===== src/rtl/dec_timer_pkg.sv =====
// Package: shared types for the decrementer timer.
// Assumes: nothing beyond standard SystemVerilog.
package dec_timer_pkg;

    // Software control bits of the timer.
    typedef struct packed {
        logic irq_en;
        logic reload_en;
    } dec_ctl_t;

    localparam dec_ctl_t DEC_CTL_RESET = '{irq_en: 1'b0, reload_en: 1'b0};

endpackage


===== src/rtl/dec_cfg_regs.sv =====
// Module: dec_cfg_regs
// Holds the reload value and the control bits that software writes.
// Assumes: write strobes are single-cycle and synchronous to clk.
module dec_cfg_regs
    import dec_timer_pkg::*;
#(
    parameter int CNT_W = 32
) (
    input  logic             clk,
    input  logic             rst_n,
    input  logic             rld_wr_en,
    input  logic [CNT_W-1:0] rld_wr_data,
    input  logic             ctl_wr_en,
    input  dec_ctl_t         ctl_wr_data,
    output logic [CNT_W-1:0] rld_q,
    output dec_ctl_t         ctl_q
);

    // Reload value register.
    always_ff @(posedge clk) begin
        if (!rst_n)         rld_q <= '0;
        else if (rld_wr_en) rld_q <= rld_wr_data;
    end

    // Control bit register.
    always_ff @(posedge clk) begin
        if (!rst_n)         ctl_q <= DEC_CTL_RESET;
        else if (ctl_wr_en) ctl_q <= ctl_wr_data;
    end

endmodule


===== src/rtl/dec_counter.sv =====
// Module: dec_counter
// Down-counter that flags an expiry when a tick finds it at 1.
// Assumes: a software write beats both reload and decrement, and a zero
// count never decrements.
module dec_counter #(
    parameter int CNT_W = 32
) (
    input  logic             clk,
    input  logic             rst_n,
    input  logic             tick_en,
    input  logic             wr_en,
    input  logic [CNT_W-1:0] wr_data,
    input  logic             reload_en,
    input  logic [CNT_W-1:0] reload_val,
    output logic [CNT_W-1:0] cnt_q,
    output logic             expire
);

    localparam logic [CNT_W-1:0] CNT_ONE  = CNT_W'(1);
    localparam logic [CNT_W-1:0] CNT_ZERO = '0;

    logic [CNT_W-1:0] cnt_d;

    // Detect the 1 -> 0 boundary on a tick.
    always_comb expire = tick_en && (cnt_q == CNT_ONE);

    // Choose the next count: write, then boundary, then plain decrement.
    always_comb begin
        cnt_d = cnt_q;
        if (wr_en)
            cnt_d = wr_data;
        else if (expire)
            cnt_d = reload_en ? reload_val : CNT_ZERO;
        else if (tick_en && (cnt_q != CNT_ZERO))
            cnt_d = cnt_q - CNT_ONE;
    end

    // Count register.
    always_ff @(posedge clk) begin
        if (!rst_n) cnt_q <= '0;
        else        cnt_q <= cnt_d;
    end

endmodule


===== src/rtl/dec_status.sv =====
// Module: dec_status
// Sticky expiry flag with write-one-to-clear; a set beats a clear.
// Assumes: set and clear are single-cycle strobes synchronous to clk.
module dec_status (
    input  logic clk,
    input  logic rst_n,
    input  logic set_evt,
    input  logic clr_req,
    output logic flag_q
);

    // Hold the flag, apply a clear, and let a set override the clear.
    always_ff @(posedge clk) begin
        if (!rst_n)       flag_q <= 1'b0;
        else if (set_evt) flag_q <= 1'b1;
        else if (clr_req) flag_q <= 1'b0;
    end

endmodule


===== src/rtl/dec_timer.sv =====
// Module: dec_timer (top)
// Decrementer timer with optional auto-reload, a sticky expiry flag and a
// masked interrupt output.
// Assumes: tick_en is a one-cycle enable in the clk domain.
module dec_timer
    import dec_timer_pkg::*;
#(
    parameter int CNT_W = 32
) (
    input  logic             clk,
    input  logic             rst_n,
    input  logic             tick_en,
    input  logic             cnt_wr_en,
    input  logic [CNT_W-1:0] cnt_wr_data,
    input  logic             rld_wr_en,
    input  logic [CNT_W-1:0] rld_wr_data,
    input  logic             ctl_wr_en,
    input  logic             ctl_wr_irq_en,
    input  logic             ctl_wr_reload_en,
    input  logic             sts_wr_en,
    input  logic             sts_wr_data,
    output logic [CNT_W-1:0] cnt_value,
    output logic [CNT_W-1:0] rld_value,
    output logic             irq_en,
    output logic             reload_en,
    output logic             expired,
    output logic             irq
);

    dec_ctl_t ctl_wr, ctl_q;
    logic     expire_evt;
    logic     sts_clr;

    // Pack the control write data.
    always_comb ctl_wr = '{irq_en: ctl_wr_irq_en, reload_en: ctl_wr_reload_en};

    // Only a written 1 clears the flag.
    always_comb sts_clr = sts_wr_en && sts_wr_data;

    dec_cfg_regs #(.CNT_W(CNT_W)) u_cfg (
        .clk         (clk),
        .rst_n       (rst_n),
        .rld_wr_en   (rld_wr_en),
        .rld_wr_data (rld_wr_data),
        .ctl_wr_en   (ctl_wr_en),
        .ctl_wr_data (ctl_wr),
        .rld_q       (rld_value),
        .ctl_q       (ctl_q)
    );

    dec_counter #(.CNT_W(CNT_W)) u_cnt (
        .clk        (clk),
        .rst_n      (rst_n),
        .tick_en    (tick_en),
        .wr_en      (cnt_wr_en),
        .wr_data    (cnt_wr_data),
        .reload_en  (ctl_q.reload_en),
        .reload_val (rld_value),
        .cnt_q      (cnt_value),
        .expire     (expire_evt)
    );

    dec_status u_sts (
        .clk     (clk),
        .rst_n   (rst_n),
        .set_evt (expire_evt),
        .clr_req (sts_clr),
        .flag_q  (expired)
    );

    // Drive the control outputs and the masked interrupt.
    always_comb begin
        irq_en    = ctl_q.irq_en;
        reload_en = ctl_q.reload_en;
        irq       = expired && ctl_q.irq_en;
    end

endmodule


===== config.mk =====
export PLATFORM = sky130hd
export DESIGN_NAME = dec_timer
export DESIGN_NICKNAME = d
export VERILOG_FILES = /design/src/rtl/dec_timer_pkg.sv /design/src/rtl/dec_cfg_regs.sv /design/src/rtl/dec_counter.sv /design/src/rtl/dec_status.sv /design/src/rtl/dec_timer.sv
export SDC_FILE = /design/constraint.sdc
export NUM_CORES = 1
export LEC_CHECK = 0
export BUFFER_PORTS_ARGS = -buffer_cell sky130_fd_sc_hd__buf_2
export CELL_PAD_IN_SITES_DETAIL_PLACEMENT = 0
export CELL_PAD_IN_SITES_GLOBAL_PLACEMENT = 2
export CORE_MARGIN = 4
export CORE_UTILIZATION = 28
export CTS_CLUSTER_DIAMETER = 40
export DETAILED_ROUTE_END_ITERATION = 10
export PLACE_DENSITY_LB_ADDON = 0.1
export SLEW_MARGIN = 0
export SYNTH_ARGS = -nofsm -noshare
export SYNTH_HDL_FRONTEND = slang
export SYNTH_SLANG_ARGS = --single-unit

===== constraint.sdc =====
create_clock -name clk -period 2.9 [get_ports clk]
set_input_delay 0.145 -clock clk [delete_from_list [all_inputs] [get_ports clk]]
set_output_delay 0.145 -clock clk [all_outputs]
set_load 0.005 [all_outputs]

==> impl_metrics.prom <==
# TYPE chip_impl_metric gauge
chip_impl_info{name="status",value="completed"} 1
chip_impl_metric{name="area.sequential",unit="mm2"} 0.00134
chip_impl_metric{name="num_io_pins",unit=""} 142
chip_impl_metric{name="initial_drt_markers",unit=""} 239
chip_impl_metric{name="ys.warnings.count",unit=""} 0
chip_impl_metric{name="cts.htree.levels",unit=""} 3
chip_impl_info{name="top_cells_by_area_in_the_synthesized_netlist",value="dfxtp_1, mux2i_1, nor2b_1"} 1
chip_impl_metric{name="mappedNetlistArea",unit="mm2"} 0.00380
chip_impl_metric{name="ctsLongestPathBuffers",unit=""} 2
chip_impl_metric{name="cts.reportedPaths.clkPinSlew",unit="ps"} 60
chip_impl_info{name="synthMostInstantiatedCell",value="dfxtp_1"} 1
chip_impl_metric{name="yosysSeqAreaShare",unit=""} 0.353
chip_impl_metric{name="start_util",unit=""} 0.287
chip_impl_metric{name="hold-worst-slack",unit="ps"} 62.8
chip_impl_metric{name="power_frac_seq",unit=""} 0.393
chip_impl_metric{name="die-area",unit="mm2"} 0.0155
chip_impl_metric{name="first_pass_grt_wire_length",unit="um"} 23000
chip_impl_metric{name="fin_nets",unit=""} 655
chip_impl_metric{name="number_of_antenna_violations_at_the_first_check_in_global_routing",unit=""} 1
chip_impl_metric{name="grt_pass1_vias",unit=""} 4000
chip_impl_info{name="rsz_0062_raised_after_global_routing",value="no"} 1
chip_impl_metric{name="routed-via-count",unit=""} 3877
chip_impl_metric{name="ys_seq_elements",unit=""} 67
chip_impl_metric{name="core-area",unit="mm2"} 0.0132
chip_impl_metric{name="grt-ovfl-total",unit=""} 0
chip_impl_metric{name="final_layout_size_suffix_gt1_frac",unit=""} 0.321
chip_impl_metric{name="cts_made_buffers",unit=""} 9
chip_impl_info{name="cts-root-buf",value="clkbuf_16"} 1
chip_impl_metric{name="grt_max_degree",unit=""} 38
chip_impl_info{name="dominantRegCellSynth",value="dfxtp_1"} 1
chip_impl_metric{name="setup_viol_count_final",unit=""} 0
chip_impl_metric{name="cp_data_required_time",unit="ps"} 3170
chip_impl_metric{name="placementRows",unit=""} 42
chip_impl_metric{name="chipHeight",unit="um"} 124
chip_impl_metric{name="vdd.ir_drop.worst",unit="V"} 0.000273
chip_impl_metric{name="finalCriticalPeriod",unit="ps"} 2660
chip_impl_info{name="cp-end-kind",value="flop"} 1
chip_impl_metric{name="drt_pass1_iterations",unit=""} 4
chip_impl_metric{name="static_leakage",unit="nW"} 2.24
chip_impl_info{name="worstHoldPathType",value="in -> reg"} 1
chip_impl_info{name="cts_tree",value="built"} 1
chip_impl_metric{name="netlist_instances",unit=""} 442
chip_impl_metric{name="grt_use_total",unit=""} 0.185
chip_impl_metric{name="clock_network_power_share",unit=""} 0.413
chip_impl_metric{name="finalClockSkew",unit="ps"} 4.81
chip_impl_metric{name="mean_area_per_synthesized_cell",unit="um2"} 8.59
chip_impl_metric{name="finalWirelength",unit="um"} 14300
chip_impl_info{name="post-synth-top-area-cell",value="dfxtp_1"} 1
chip_impl_metric{name="synth_edf_count",unit=""} 0
chip_impl_metric{name="post_drt_wl_per_cell",unit="um"} 18.9
chip_impl_metric{name="relSlewSlack",unit=""} 0.345
chip_impl_metric{name="post_drt_via_cell_ratio",unit=""} 5.10
chip_impl_metric{name="finalMaxSlewViolations",unit=""} 0
chip_impl_info{name="worstSetupStartpointType",value="flop"} 1
chip_impl_metric{name="power.switching_fraction",unit=""} 0.293
chip_impl_metric{name="multiInputGateArea",unit="mm2"} 0.00224
chip_impl_metric{name="synth_nets",unit=""} 518
chip_impl_metric{name="ff2ff_setup_slack",unit="ps"} 240
chip_impl_metric{name="power.internal",unit="mW"} 1.95
chip_impl_metric{name="fmax",unit="GHz"} 0.376
chip_impl_metric{name="fp.dieW",unit="um"} 124
chip_impl_metric{name="post_detailed_route_drc_marker_count",unit=""} 0
chip_impl_metric{name="hold_viol",unit=""} 0
chip_impl_metric{name="crit_fanout",unit=""} 11
chip_impl_metric{name="ctsResizeCount",unit=""} 0
chip_impl_metric{name="areaGrowthSynthToFinish",unit="%"} 31.3
chip_impl_metric{name="ctsHoldBuffers",unit=""} 0
chip_impl_metric{name="synth_cell_type_count",unit=""} 60
chip_impl_metric{name="layout.filler_cells",unit=""} 1441
chip_impl_metric{name="postRouteAntennaNets",unit=""} 0
chip_impl_metric{name="maxCapViolCount",unit=""} 0
chip_impl_metric{name="postCtsSetupRepairBufs",unit=""} 0
chip_impl_metric{name="powerDensity",unit="mW/mm2"} 552
chip_impl_metric{name="tightestPinTransition",unit="ps"} 982
chip_impl_metric{name="fin_crit_sh",unit=""} 0.916
chip_impl_info{name="synth.cells.most_frequent",value="dfxtp_1, a21oi_1, mux2i_1"} 1
chip_impl_metric{name="combPwrFrac",unit=""} 0.194
chip_impl_metric{name="synth_largest_type_area_fraction",unit=""} 0.353
chip_impl_metric{name="setup-tns-final",unit="ps"} 0
chip_impl_metric{name="buffer_ports.inserted",unit=""} 141
chip_impl_metric{name="gp_routability_congestion",unit=""} 0.835
chip_impl_metric{name="ys_async_sr_fraction",unit=""} 0
chip_impl_metric{name="clock_sinks",unit=""} 67
chip_impl_metric{name="switch_pwr",unit="mW"} 0.806
chip_impl_metric{name="dp.final_hpwl",unit="um"} 10700
chip_impl_metric{name="clock_latency",unit="ps"} 340
chip_impl_metric{name="crit_arrival",unit="ps"} 2920
chip_impl_info{name="critical_setup_path_class",value="reg -> reg"} 1
==> worst max-delay path, cell delays in order, from the launching register on <==
cell,delay (ps)
dfxtp_1,350
nor4_1,660
nand4_1,420
o31ai_4,380
and2_1,380
buf_12,190
nand2_1,50
a21boi_0,160
==> flip-flops by register name, indices dropped and copies added (netlist names) <==
signal        flops
u_cfg.ctl_q       2
u_cfg.rld_q      32
u_cnt.cnt_q      32
u_sts.flag_q      1
==> final cells by class <==
cell class                      count  share of cell area
Tap cell                          176              0.0442
Clock inverter                      4              0.0100
Inverter                            4             0.00301
Multi-Input combinational cell    337               0.450
Clock buffer                       11              0.0507
Antenna cell                        1            0.000502
Sequential cell                    67               0.269
Timing Repair Buffer              160               0.173
==> power by group through the flow <==
stage	Sequential, mW	Clock [mW]	Combinational [mW]
after floorplan	1.08	0	0.323
after global placement	1.10	0	0.540
after detailed placement	1.10	0	0.539
after CTS	1.08	1.16	0.541
after global routing	1.10	1.20	0.599
final	1.08	1.14	0.535
==> layer usage <==
metal	routed length (um)	GRT usage
met3	968	0.0403
met2	5960	0.262
met4	263	0.0600
met5	12	0
met1	7130	0.277
==> logic make-up (layout without fill, tap and decap cells) <==
| group | after synthesis | in the layout | share of synthesized area |
|---|---|---|---|
| compound gates | 123 | 123 | 0.209 |
| fa+ha+maj | 2 | 2 | 0.00659 |
| flops | 67 | 67 | 0.353 |
| simple gates | 156 | 156 | 0.234 |
| buf+inv | 38 | 179 | 0.0560 |
| xor+xnor | 19 | 19 | 0.0438 |
| other cells | 0 | 1 | 0 |
| mux | 37 | 37 | 0.0978 |
==> cell usage in the layout, fill, tap and decap left out, drive strengths merged, types with 3 or more instances in the layout <==
master,netlist,final
nand3,12,12
or3,3,3
a311oi,4,4
a21boi,4,4
a21oi,40,40
nor3,10,10
o21ai,31,31
xor2,13,13
nand4,10,10
mux2i,36,36
a211o,6,6
nor2,23,23
and2,3,3
o211ai,4,4
nor4,12,12
o31ai,6,6
buf,16,160
or4,5,5
and3,6,6
inv,4,4
dfxtp,67,67
a222oi,3,3
xnor2,6,6
o221ai,4,4
o31a,3,3
nand2b,3,3
nor2b,34,34
a31oi,9,9
nand2,28,28
clkbuf,17,11
==> worst paths after layout <==
path | start | endpoint | cells after the start
max | u_cnt.cnt_q[22] | u_cnt.cnt_q[1] | 7
min | rld_wr_data[20] | u_cfg.rld_q[20] | 3
max reg2reg | u_cnt.cnt_q[22] | u_cnt.cnt_q[1] | 7
min reg2reg | u_sts.flag_q | u_sts.flag_q | 2
==> per-stage QoR <==
step	cell area, um2	utilization	setup slack [ps]	power (mW)	instances
floorplan	3800	-	639	1.40	442
global placement	4680	0.354	409	1.64	744
detailed placement	4680	0.354	270	1.64	744
CTS	4980	0.376	248	2.78	759
global route	4980	0.376	5.00	2.89	759
finish	4990	0.377	243	2.75	760
(Power assumes the default switching activity.)
